`src/rtl/sr_pkg.sv`:
```
package sr_pkg;
  localparam int CODE_W = 3;

  typedef enum logic [CODE_W-1:0] {
    ST_OFF    = 3'd0,
    ST_IDLE   = 3'd1,
    ST_ENTER  = 3'd2,
    ST_HOLD   = 3'd3,
    ST_UPDATE = 3'd4,
    ST_LEAVE  = 3'd5
  } srState_e;

  // Strobes from control to datapath; at most one "to*" strobe per cycle.
  typedef struct packed {
    logic toOff;
    logic toIdle;
    logic toEnter;
    logic toHold;
    logic toUpdate;
    logic toLeave;
    logic armUpd;
    logic dropUpd;
  } srStrobe_t;
endpackage

```
`src/rtl/sr_ctrl.sv`:
```
module sr_ctrl
  import sr_pkg::*;
(
  input  srState_e  state,
  input  logic      updPending,
  input  logic      ctlEnable,
  input  logic      ctlModeOk,
  input  logic      ctlEntry,
  input  logic      updReq,
  input  logic      frameStart,
  input  logic      linkDone,
  output srStrobe_t stb
);
  always_comb begin
    stb = '0;
    unique case (state)
      ST_OFF: begin
        if (ctlEnable && ctlModeOk) stb.toIdle = 1'b1;
      end
      ST_IDLE: begin
        if (!ctlEnable) begin
          stb.toOff   = 1'b1;
          stb.dropUpd = 1'b1;
        end else begin
          if (ctlEntry) stb.toEnter = 1'b1;
          if (updReq)   stb.armUpd  = 1'b1;
        end
      end
      ST_ENTER: begin
        if (frameStart) stb.toHold = 1'b1;
        if (updReq)     stb.armUpd = 1'b1;
      end
      ST_HOLD: begin
        if (!ctlEnable) begin
          stb.toOff   = 1'b1;
          stb.dropUpd = 1'b1;
        end else begin
          if (!ctlEntry)                     stb.toLeave  = 1'b1;
          else if (updPending && frameStart) stb.toUpdate = 1'b1;
          if (updReq) stb.armUpd = 1'b1;
        end
      end
      ST_UPDATE: begin
        if (frameStart) begin
          stb.toHold  = 1'b1;
          stb.dropUpd = 1'b1;
        end
      end
      ST_LEAVE: begin
        if (linkDone) stb.toIdle = 1'b1;
      end
      default: begin
        stb.toOff   = 1'b1;
        stb.dropUpd = 1'b1;
      end
    endcase
  end
endmodule

```
`src/rtl/sr_datapath.sv`:
```
module sr_datapath
  import sr_pkg::*;
(
  input  logic             clk,
  input  logic             rstN,
  input  srStrobe_t        stb,
  output srState_e         state,
  output logic             updPending,
  output logic [CODE_W-1:0] stateCode,
  output logic             activeFlag,
  output logic             inTransition
);
  srState_e stateQ, stateD;
  logic     pendQ, pendD;

  always_comb begin
    stateD = stateQ;
    if      (stb.toOff)    stateD = ST_OFF;
    else if (stb.toIdle)   stateD = ST_IDLE;
    else if (stb.toEnter)  stateD = ST_ENTER;
    else if (stb.toHold)   stateD = ST_HOLD;
    else if (stb.toUpdate) stateD = ST_UPDATE;
    else if (stb.toLeave)  stateD = ST_LEAVE;
  end

  always_comb begin
    pendD = pendQ;
    if      (stb.dropUpd) pendD = 1'b0;
    else if (stb.armUpd)  pendD = 1'b1;
  end

  always_ff @(posedge clk) begin
    if (!rstN) begin
      stateQ <= ST_OFF;
      pendQ  <= 1'b0;
    end else begin
      stateQ <= stateD;
      pendQ  <= pendD;
    end
  end

  assign state        = stateQ;
  assign updPending   = pendQ;
  assign stateCode    = stateQ;
  assign activeFlag   = (stateQ == ST_HOLD) || (stateQ == ST_UPDATE);
  assign inTransition = (stateQ == ST_ENTER) || (stateQ == ST_UPDATE) ||
                        (stateQ == ST_LEAVE) || ((stateQ == ST_HOLD) && pendQ);
endmodule

```
`src/rtl/selfrefresh_sequencer.sv`:
```
module selfrefresh_sequencer
  import sr_pkg::*;
(
  input  logic              clk,
  input  logic              rstN,
  input  logic              ctlEnable,
  input  logic              ctlModeOk,
  input  logic              ctlEntry,
  input  logic              updReq,
  input  logic              frameStart,
  input  logic              linkDone,
  output logic [CODE_W-1:0] stateCode,
  output logic              activeFlag,
  output logic              inTransition,
  output logic              updPending
);
  srState_e  state;
  srStrobe_t stb;

  sr_ctrl u_ctrl (
    .state      (state),
    .updPending (updPending),
    .ctlEnable  (ctlEnable),
    .ctlModeOk  (ctlModeOk),
    .ctlEntry   (ctlEntry),
    .updReq     (updReq),
    .frameStart (frameStart),
    .linkDone   (linkDone),
    .stb        (stb)
  );

  sr_datapath u_dp (
    .clk          (clk),
    .rstN         (rstN),
    .stb          (stb),
    .state        (state),
    .updPending   (updPending),
    .stateCode    (stateCode),
    .activeFlag   (activeFlag),
    .inTransition (inTransition)
  );
endmodule

```
`config.mk`:
```
export PLATFORM = sky130hd
export DESIGN_NAME = selfrefresh_sequencer
export DESIGN_NICKNAME = d
export VERILOG_FILES = /design/src/rtl/sr_pkg.sv /design/src/rtl/sr_ctrl.sv /design/src/rtl/sr_datapath.sv /design/src/rtl/selfrefresh_sequencer.sv
export SDC_FILE = /design/constraint.sdc
export NUM_CORES = 1
export LEC_CHECK = 0
export CORE_AREA = 10 10 47 49
export CTS_BUF_LIST = sky130_fd_sc_hd__clkbuf_8
export CTS_CLUSTER_SIZE = 25
export DETAILED_ROUTE_END_ITERATION = 6
export DIE_AREA = 0 0 57 59
export PLACE_DENSITY = 0.49
export REMOVE_ABC_BUFFERS = 1
export SLEW_MARGIN = 10
export SYNTH_ARGS = -nofsm -noshare
export SYNTH_HDL_FRONTEND = slang
export SYNTH_SLANG_ARGS = --single-unit
```
`constraint.sdc`:
```
create_clock -name clk -period 2.7 [get_ports clk]
set_input_delay 0.27 -clock clk [delete_from_list [all_inputs] [get_ports clk]]
set_output_delay 0.27 -clock clk [all_outputs]
set_load 0.01 [all_outputs]
```
After elaboration in Yosys (flattened, before gate mapping). Cells that the tools add are included.

Bitwise gates (word level): 1. Muxes and demuxes: 24. Reduce and logical (&&, ||, !) cells: 19. Eq/ne operators: 5.

Operators with widths (number): $mux W1 (14); $mux W3 (3); $reduce_or A2 Y1 (4); $eq A3 B2 Y1 const B (2); $eq A3 B3 Y1 const B (2); $mux W2 (3); $pmux W1 S3 (2); $reduce_or A3 Y1 (2); $reduce_bool A5 Y1 (1); $reduce_or A5 Y1 (1); $logic_or A1 B1 Y1 (4); $pmux W1 S2 (2); $reduce_bool A4 Y1 (1); $reduce_or A4 Y1 (1); $eq A3 B1 Y1 const B (1); $logic_and A1 B1 Y1 (3); $logic_not A3 Y1 (1); $reduce_bool A2 Y1 (1); $not A1 Y1 (1).

Output and inout port bits: 6. Logic and storage cells: 53. Flip-flop bits (word level): 4. Bits of input ports: 8.

Longest topological paths before layout. Gate-level depths: netlist of run 1.

Depth after elaboration: 10. Depth in mapped cells: 5. Gate-level depth less buffers: 4.

Hierarchy. From an unflattened synthesis of run 1, not the netlist that was laid out.

Cells, all modules: 46. Area, all modules: 352.8 um^2.

By module, submodules not included: sr_datapath (area an instance 224.0 um^2, cells each 25, sequential area each 80.1 um^2, instances 1); sr_ctrl (area an instance 128.9 um^2, cells each 21, sequential area each 0.0 um^2, instances 1).

Worst setup path before layout of run 1. OpenSTA, ideal clock, no wires.

Kind: flip-flop to flip-flop. From: reg u_dp.stateQ[0] (netlist: u_dp.state[0]). To: reg u_dp.stateQ[0] (netlist: u_dp.state[0]). Setup time: 120 ps. Slack: 1151 ps. Buffers on the path: 1. Cell stages (with the launch flop): 6. Required time: 2580 ps. Data arrival time: 1429 ps. Period minus slack after synthesis: 1549 ps. Cell sequence: dfxtp_1 -> buf_6 -> or3b_1 -> o2111a_1 -> and3_1 -> a211o_1.

Longest elaborated chain between the ends: 6. Elaborated cells on any way between the ends: 20. Classes of those cells: eq/ne (5); mux (9); reduce/logical (6).

RTL lines: start: declaration (line sr_datapath.sv:13) `srState_e stateQ, stateD;`; start signal: assignment (line sr_datapath.sv:37) `stateQ <= stateD;`; $eq A3 B2 Y1 or $eq A3 B3 Y1 (tied branches) (line sr_ctrl.sv:16) `unique case (state)`; $mux W2 or $reduce_or A2 Y1 (tied branches); $mux W3 or $mux W1 (tied branches); $mux W2 (line sr_datapath.sv:21) `else if (stb.toHold) stateD = ST_HOLD;`; $mux W2 (line sr_datapath.sv:20) `else if (stb.toEnter) stateD = ST_ENTER;`; $mux W1 (line sr_datapath.sv:19) `else if (stb.toIdle) stateD = ST_IDLE;`.

Several ways; a longest one is shown, not always the timed one. A chain may end at the register's enable or synchronous reset.

Worst setup path in the final report of run 1.
From: reg u_dp.stateQ[2] (netlist: u_dp.state[2]). To: out inTransition.

Longest elaborated chain between the ends: 4. Elaborated cells on any way between the ends: 8. Classes of those cells: eq/ne (4); reduce/logical (4).

RTL lines: $eq A3 B2 Y1 or $eq A3 B3 Y1 (tied branches) (line sr_datapath.sv:46) `assign inTransition = (stateQ == ST_ENTER) || (stateQ == ST_UPDATE) ||`; $logic_or A1 B1 Y1 (2 in a row) (line sr_datapath.sv:46); $logic_or A1 B1 Y1 (*) (line sr_datapath.sv:47) `(stateQ == ST_LEAVE) || ((stateQ == ST_HOLD) && pendQ);`; end: declaration (line selfrefresh_sequencer.sv:14) `output logic inTransition,`.

Mark *: on every way between the ends. The rest lies on a longest branch, timed or not.

==> key figures, run 1 <==
Status
  – Status: completed

GRT
  – Initial antenna violation count: 0
  – GRT Total Usage: 5.661%
  – Grt ovf: 0
  – Largest net degree at the start of global routing: 12
  – Global-route wire length before repair: 1.566 mm
  – Vias in the first global route: ~380

Cells and area
  – Diode insertion count for antenna repair: 0
  – Register cell area after layout: around 80 um2
  – Area of the multi-input gates: around 210 um2
  – Number of nets in the finished design: 65
  – Highest-count cells in the layout ignoring fill and taps: clkdlybuf4s50_1 (13), dfxtp_1 (4)
  – Layout fillers: approximately 150
  – Most frequent standard cell in the layout excluding fill and tap cells: clkdlybuf4s50_1
  – Area growth from synthesis to layout: 58.30%
  – Proportion of layout cells with a drive suffix above 1: between 5 and 6%
  – Final cell utilization of the core: around a third

Worst setup path
  – Crit-path max FO: 10
  – Cell with the largest stage delay on the worst path: clkdlybuf4s50_1
  – Terminus of the critical flop-to-flop path: u_dp.state[0]
  – List of cells traversed by the critical path: nand2b_1 > o21ai_0 > clkdlybuf4s50_1
  – Number of cells on the worst reg-to-reg path: 4
  – Worst r2r src: u_dp.state[0]
  – Capturing element type of the critical path: primary output
  – Largest incremental delay on the critical path: between 0.5 and 0.6 ns
  – FF-to-FF setup slack: 1.06 ns
  – Critical path data required time: around 2.4 ns
  – Startpoint types: register
  – Worst Setup Path Type: reg -> out
  – Critical path data arrival time: 1.58 ns

Synthesis
  – Count of flip-flops with a built-in enable after synthesis: 0
  – Cells taking the most area after synthesis: dfxtp_1 (26%), nand2b_1 (6.1%), a211o_1 (5.7%)
  – Proportion of synthesized chip area in sequential cells: between 20% and 30%
  – Synthesized netlist cell count: 40
  – Warning count from the yosys run: 0
  – Distinct cell type count after synthesis: 22
  – Predominant post-synthesis flop cell: dfxtp_1
  – Post-synth ARST share: 0%
  – Top-area cell type share of the netlist area: between 20% and 30%
  – Post-Synthesis Cell Area: about 310 um2
  – Mean Syn Cell Area: between 7 and 8 um2
  – Post-synthesis sequential element count: 4
  – Dominant cell type by area after synthesis: dfxtp_1

Route
  – Post-detailed-route DRC marker count: 0
  – Via-per-instance ratio: ~4.8
  – Iter 0 DRT Violations: 12
  – Number of iterations in the first detailed-routing pass: 4
  – Routed len/inst: roughly 13 um
  – Total routed wirelength: approximately 900 um
  – Via count: approximately 340
  – Routed Antenna Nets: 0

Die
  – Die outline area: roughly 3400 um2
  – Core region area: around 1400 um2
  – Starting Density: about 22%
  – Overall die width: approximately 57 um
  – Height of the chip: slightly below 60 um
  – Number of core rows: 14
  – Number of I/O pins: 14

Worst hold path
  – Hold Path End: u_dp.updPending
  – Path type of the worst min-delay path: reg -> reg
  – Hold path cells: 2
  – Startpoint of the worst hold path: u_dp.updPending

Clock network
  – CTS tree: done
  – Clock slew seen by the registers of the worst setup and hold paths: 0.03 ns
  – Source-to-sink clock delay at the later pin of the worst-skew pair: between 0.2 and 0.25 ns
  – CTS Buf Count: 3
  – Htree depth: 1
  – Maximum clock insertion buffer count: 2
  – Clock root buffer: clkbuf_8
  – Number of buffers inserted to repair setup after CTS: 0
  – Hold-fix buffers at CTS: 0
  – Post-cts sizing count: 0
  – TritonCTS sink count: 4

Placement
  – HPWL reported at the end of detailed placement: roughly 700 um
  – Number of buffers added on ports: 13
  – Routability cong.: between 0.7 and 0.8

Timing
  – Normalized max-slew margin: between 70 and 80%
  – Unrepaired setup endpoints after global routing: no
  – Number of failing hold endpoints at the final stage: 0
  – Share of the clock period used by the worst path: roughly 68%
  – # setup viols final: 0
  – Min Tclk post-route: approximately 1.8 ns
  – Max frequency: about 540 MHz
  – Max-slew violation count: 0
  – Maximum clock skew at final layout: ~0.0025 ns
  – Worst hold slack after final layout: between 0.5 and 0.6 ns
  – Actual transition at the worst max-transition pin: around 0.34 ns
  – Setup TNS: 0 ns

Pwr
  – Highest ir drop seen on vdd: about 0.27 mV
  – Pwr Total: roughly 0.00025 W
  – Total power per unit cell area: approximately 510 nW/um2
  – Static leakage: 0.1672 nW

Job
  – Reported max-cap violation count: 0
-- cells in the mapped netlist (2+ instances only) --
master and n:
a211o_1 2, nand2_1 3, a21oi_1 3, dfxtp_1 4
nor2_1 2, o21ai_0 3, nor2b_1 2, inv_1 2
nand3_1 3, nand2b_1 3, a21o_1 2
-- report_power, final --
part / total, W / internal (W) / switching [W]
registers: 0.0000743 / 0.0000643 / 0.0000100
clock network: 0.000122 / 0.0000947 / 0.0000275
logic: 0.0000545 / 0.0000338 / 0.0000207
total: 0.000251 / 0.000193 / 0.0000583
-- through the flow --
| step | instance area (um2) | cells | worst slack [ns] |
|---|---|---|---|
| final | 489.2 | 71 | 0.8527 |
| after global routing | 489.2 | 71 | 0.7486 |
| after CTS | 489.2 | 71 | 0.8365 |
| after detailed placement | 447.9 | 68 | 0.8529 |
| after global placement | 447.9 | 68 | 0.8545 |
| after floorplan | 297.8 | 39 | 1.146 |
-- registers in the layout, summed over array words and instances (netlist names) --
name / count
u_dp.state: 3
u_dp.updPending: 1
-- kinds of logic after synthesis --
kind of cell | synth area share (%)
AOI/OAI and AO/OA | 28.34
and+or+nand+nor | 36.44
muxes | 3.239
buffers and inverters | 6.074
DFF | 25.91
-- layer usage --
metal  wire, um  global-route usage, %
met1        379                  6.413
met2        423                  7.907
met3        100                  3.004
met4          0                  4.027
met5          0                      0
-- worst max-delay path: cells and delay by family (launching register included) --
family	cells	cell delay, ns
AO/OA/AOI/OAI	1	0.19
buffers and inverters	1	0.56
flip-flops	1	0.38
AND/OR/NAND/NOR	1	0.23
-- how the worst max path moves through the flow --
stage | start | to | slack, ns | cells past startpoint
finish | u_dp.state[2] | inTransition | 0.85 | 3
global route | u_dp.state[2] | inTransition | 0.75 | 3
CTS | u_dp.state[2] | inTransition | 0.84 | 3
detailed placement | ctlEnable | u_dp.state[0] | 0.85 | 5
global placement | ctlEnable | u_dp.state[0] | 0.85 | 5
floorplan | u_dp.state[0] | u_dp.state[0] | 1.15 | 4
-- area by class of cell --
type / instances / area share, %
Inverter: 2 / 1.535
Multi-Input combinational cell: 33 / 42.97
Tap cell: 16 / 4.092
Sequential cell: 4 / 16.37
Timing Repair Buffer: 13 / 26.60
Clock buffer: 3 / 8.440
(Power assumes the default switching activity.)
==> run 2: changes to the inputs <==
--- a/config.mk
+++ b/config.mk
@@ -10,7 +10,7 @@
 export CTS_CLUSTER_SIZE = 25
 export DETAILED_ROUTE_END_ITERATION = 6
 export DIE_AREA = 0 0 57 59
-export PLACE_DENSITY = 0.49
+export PLACE_DENSITY = 0.51
 export REMOVE_ABC_BUFFERS = 1
 export SLEW_MARGIN = 10
 export SYNTH_ARGS = -nofsm -noshare
==> constraint.sdc (replaced) <==
create_clock -name clk -period 1.62 [get_ports clk]
set_input_delay 0.162 -clock clk [delete_from_list [all_inputs] [get_ports clk]]
set_output_delay 0.162 -clock clk [all_outputs]
set_load 0.01 [all_outputs]
==> key figures, run 2 (same netlist as run 1, synthesis figures left out) <==
GRT
  – Grt ovf: 0
  – Global-route wire length before repair: around 1.6 mm
  – GRT Total Usage: 6.123%
  – Largest net degree at the start of global routing: 9
  – Vias in the first global route: 404
  – Initial antenna violation count: 0

Cells and area
  – Diode insertion count for antenna repair: 0
  – Highest-count cells in the layout ignoring fill and taps: clkdlybuf4s50_1 (10), buf_4 (10)
  – Area of the multi-input gates: about 220 um2
  – Area growth from synthesis to layout: 85.43%
  – Layout fillers: roughly 160
  – Register cell area after layout: 81.33 um2
  – Flip-flop count of the largest register after layout: 3
  – Proportion of layout cells with a drive suffix above 1: a little under a quarter
  – Number of nets in the finished design: 75

Timing
  – Number of failing hold endpoints at the final stage: 0
  – Setup TNS: 0 ns
  – Normalized max-slew margin: between 70% and 80%
  – Maximum clock skew at final layout: ~0.0016 ns
  – Least setup slack across all paths after layout: about 0.14 ns
  – Unrepaired setup endpoints after global routing: no
  – Max-slew violation count: 0
  – Worst hold slack after final layout: 0.5693 ns
  – Max frequency: 674.9 MHz
  – Actual transition at the worst max-transition pin: a little over 0.3 ns
  – Min Tclk post-route: about 1.5 ns
  – # setup viols final: 0
  – Share of the clock period used by the worst path: roughly nine tenths

Die
  – Number of I/O pins: 14
  – Height of the chip: roughly 60 um
  – Die outline area: 3363 um2
  – Number of core rows: 14
  – Core region area: roughly 1400 um2
  – Starting Density: roughly 22%
  – Overall die width: 57 um

Route
  – Number of iterations in the first detailed-routing pass: 3
  – Routed Antenna Nets: 0
  – Via count: 385
  – Iter 0 DRT Violations: 6
  – Total routed wirelength: between 1 and 1.5 mm
  – Via-per-instance ratio: between 4 and 5
  – Post-detailed-route DRC marker count: 0
  – Routed len/inst: between 10 and 15 um

Clock network
  – CTS Buf Count: 3
  – Source-to-sink clock delay at the later pin of the worst-skew pair: around 0.22 ns
  – Number of buffers inserted to repair setup after CTS: 0
  – CTS tree: done
  – TritonCTS sink count: 4
  – Clock slew seen by the registers of the worst setup and hold paths: 0.03 ns
  – Maximum clock insertion buffer count: 2
  – Htree depth: 1
  – Clock root buffer: clkbuf_8
  – Hold-fix buffers at CTS: 0

Worst setup path
  – Largest incremental delay on the critical path: about 0.54 ns
  – Startpoint types: register
  – Critical path data required time: about 1.5 ns
  – Crit-path max FO: 6
  – Critical path data arrival time: between 1 and 1.5 ns
  – Capturing element type of the critical path: primary output
  – Cell with the largest stage delay on the worst path: clkdlybuf4s50_1
  – Worst Setup Path Type: reg -> out
  – List of cells traversed by the critical path: buf_4 > clkdlybuf4s50_1

Placement
  – Routability cong.: roughly 0.76
  – Number of buffers added on ports: 13
  – HPWL reported at the end of detailed placement: between 800 and 900 um
  – Pre-CTS setup slack: -0.07756 ns

Worst hold path
  – Path type of the worst min-delay path: reg -> reg

Pwr
  – Total power per unit cell area: 811.4 nW/um2
  – Static leakage: 0.2428 nW
  – Highest ir drop seen on vdd: ~0.36 mV

Job
  – Reported max-cap violation count: 0

Status
  – Status: completed
-- run 2: area by class of cell --
class	count	share of cell area, %
multi-input cells	33	37.99
repair buffers	23	35.81
flip-flops and latches	4	14.19
clock buffers	3	7.205
well taps	16	3.493
inverters	2	1.310
-- run 2: critical path: cells and delay by family, from the launching register on --
kind | cells | cell delay [ns]
buf+inv | 2 | 0.71
flops | 1 | 0.38
-- run 2: power breakdown --
part           leakage [nW]  internal [W]  switching [W]
Combinational         0.188     0.0000781      0.0000502
Clock                0.0216      0.000159      0.0000618
Sequential           0.0331      0.000107     0.00000858
-- run 2: layer usage --
layer  part of all wire [%]  vias up  global-route usage [%]
li1                       -      201                       -
met1                     43      174                   5.903
met2                     48        8                   10.08
met3                    7.0        2                   3.219
met4                    1.7        0                   4.027
met5                      0        -                       0
-- run 2: path summary, 6_finish.rpt --
| path | from | to | slack (ns) | depth (start not counted) |
|---|---|---|---|---|
| max | u_dp.state[1] | stateCode[1] | 0.14 | 2 |
| min | u_dp.updPending | u_dp.updPending | 0.57 | 2 |
| max reg2reg | u_dp.state[0] | u_dp.state[0] | 0.17 | 4 |
| min reg2reg | u_dp.updPending | u_dp.updPending | 0.57 | 2 |
-- run 2: what timing repair did --
item	in CTS	in global routing
endpoints found under the setup margin	2	1
pin swaps	0	0
gates resized for setup	4	1
-- run 2: through the flow --
| step | power, W | instances | area (um2) | util (%) |
|---|---|---|---|---|
| after CTS | 0.0004685 | 81 | 570.5 | 40.71 |
| after detailed placement | 0.0002462 | 78 | 523.0 | 37.32 |
| after global placement | 0.0002468 | 78 | 523.0 | 37.32 |
| after global routing | 0.0004815 | 81 | 573.1 | 40.89 |
| after floorplan | 0.0001665 | 39 | 297.8 | - |
| final | 0.0004650 | 81 | 573.1 | 40.89 |
==> run 3: changes to the inputs <==
--- a/config.mk
+++ b/config.mk
@@ -10,7 +10,7 @@
 export CTS_CLUSTER_SIZE = 25
 export DETAILED_ROUTE_END_ITERATION = 6
 export DIE_AREA = 0 0 57 59
-export PLACE_DENSITY = 0.51
+export PLACE_DENSITY = 0.49
 export REMOVE_ABC_BUFFERS = 1
 export SLEW_MARGIN = 10
 export SYNTH_ARGS = -nofsm -noshare
==> constraint.sdc (replaced) <==
create_clock -name clk -period 1.9 [get_ports clk]
set_input_delay 0.19 -clock clk [delete_from_list [all_inputs] [get_ports clk]]
set_output_delay 0.19 -clock clk [all_outputs]
set_load 0.01 [all_outputs]
==> key figures, run 3 (same netlist as run 1, synthesis figures left out) <==
Status
  – Status: completed

GRT
  – Largest net degree at the start of global routing: 12
  – Initial antenna violation count: 0
  – Vias in the first global route: 352
  – Grt ovf: 0
  – GRT Total Usage: approximately 5.4%
  – Global-route wire length before repair: between 1 and 1.5 mm

Clock network
  – Post-cts sizing count: 0
  – Hold-fix buffers at CTS: 0
  – Clock root buffer: clkbuf_8
  – Number of buffers inserted to repair setup after CTS: 0
  – Htree depth: 1
  – Source-to-sink clock delay at the later pin of the worst-skew pair: about 0.21 ns
  – Maximum clock insertion buffer count: 2
  – CTS tree: done
  – Clock slew seen by the registers of the worst setup and hold paths: roughly 0.03 ns
  – TritonCTS sink count: 4
  – CTS Buf Count: 3

Cells and area
  – Flip-flop count of the largest register after layout: 3
  – Diode insertion count for antenna repair: 0
  – Layout fillers: roughly 160
  – Most frequent standard cell in the layout excluding fill and tap cells: clkdlybuf4s50_1
  – Number of nets in the finished design: 65
  – Proportion of layout cells with a drive suffix above 1: 5.455%
  – Highest-count cells in the layout ignoring fill and taps: clkdlybuf4s50_1 (13), dfxtp_1 (4)
  – Area growth from synthesis to layout: 58.30%

Route
  – Post-detailed-route DRC marker count: 0
  – Iter 0 DRT Violations: 7
  – Routed Antenna Nets: 0
  – Number of iterations in the first detailed-routing pass: 4
  – Via count: 353
  – Via-per-instance ratio: around 5.0
  – Total routed wirelength: 904 um
  – Routed len/inst: approximately 13 um

Timing
  – Number of failing hold endpoints at the final stage: 0
  – Min Tclk post-route: 1.760 ns
  – Normalized max-slew margin: between 70 and 80%
  – Max-slew violation count: 0
  – Max frequency: 568.1 MHz
  – Share of the clock period used by the worst path: slightly above 90%
  – Setup TNS: 0 ns
  – # setup viols final: 0
  – Maximum clock skew at final layout: roughly 0.0026 ns
  – Unrepaired setup endpoints after global routing: no
  – Actual transition at the worst max-transition pin: about 0.36 ns

Placement
  – Number of buffers added on ports: 13
  – HPWL reported at the end of detailed placement: around 690 um
  – Routability cong.: 0.7724

Die
  – Die outline area: 3363 um2
  – Height of the chip: approximately 59 um
  – Number of I/O pins: 14
  – Core region area: about 1400 um2
  – Starting Density: 22.05%
  – Overall die width: around 57 um
  – Number of core rows: 14

Pwr
  – Pwr Total: around 0.00036 W
  – Static leakage: about 0.17 nW
  – Total power per unit cell area: around 730 nW/um2
  – Highest ir drop seen on vdd: around 0.42 mV

Worst setup path
  – FF-to-FF setup slack: around 0.24 ns
  – List of cells traversed by the critical path: nand2b_1 > o21ai_0 > clkdlybuf4s50_1
  – Worst Setup Path Type: reg -> out
  – Critical path data arrival time: ~1.6 ns
  – Buffers and inverters on the worst path: 1
  – Cell with the largest stage delay on the worst path: clkdlybuf4s50_1
  – Capturing element type of the critical path: primary output
  – Largest incremental delay on the critical path: 0.56 ns
  – Startpoint types: register
  – Critical path data required time: roughly 1.7 ns
  – Top delay family on crit path: buffers and inverters
  – Crit-path max FO: 10

Job
  – Reported max-cap violation count: 0

Worst hold path
  – Path type of the worst min-delay path: reg -> reg
[run 3: cell types whose count changed in the layout (fill, tap and decap cells not counted), sizes merged]
cell / change
buf: -10
clkdlybuf4s50: +3
dlygate4sd2: -2
dlymetal6s2s: -1
[run 3: report_power, final]
part	switching (W)	internal (W)	total, W
clock network	0.0000400	0.000135	0.000175
logic	0.0000300	0.0000480	0.0000780
registers	0.0000145	0.0000913	0.000106
[run 3: final cells by class]
class / count / area, um2 / area share [%]
clock buffer: 3 / 41.29 / 8.440
inverter: 2 / 7.507 / 1.535
multi-input combinational: 33 / 210.2 / 42.97
sequential: 4 / 80.08 / 16.37
tap: 16 / 20.02 / 4.092
timing repair buffer: 13 / 130.1 / 26.60
[run 3: worst min-delay path, cell delays in order (launching register included)]
cell and delay (ns):
dfxtp_1 0.33, a31oi_1 0.14, nor3_1 0.05
[run 3: through the flow]
stage                     util [%]  worst slack [ns]  area, um2  hold slack (ns)  instances
final                        34.91            0.1398      489.2           0.5777         71
after global routing         34.91           0.02494      489.2           0.6663         71
after CTS                    34.91            0.1171      489.2           0.5796         71
after detailed placement     31.96            0.1443      447.9           0.5754         68
after global placement       31.96            0.1439      447.9           0.5783         68
after floorplan                  -            0.3463      297.8           0.3651         39
[run 3: path summary, 6_finish.rpt]
path / from / to / cells after the start
setup / recovery: u_dp.state[2] / inTransition / 3
hold / removal: u_dp.updPending / u_dp.updPending / 2
setup reg to reg: u_dp.state[0] / u_dp.state[0] / 4
hold reg to reg: u_dp.updPending / u_dp.updPending / 2
[run 3: per-layer routing]
metal | up-vias | track usage, % | wire length, um
li1 | 181 | - | -
met1 | 162 | 5.917 | 444
met2 | 10 | 7.287 | 381
met3 | 0 | 3.433 | 78
met4 | 0 | 4.027 | 0
met5 | - | 0 | 0
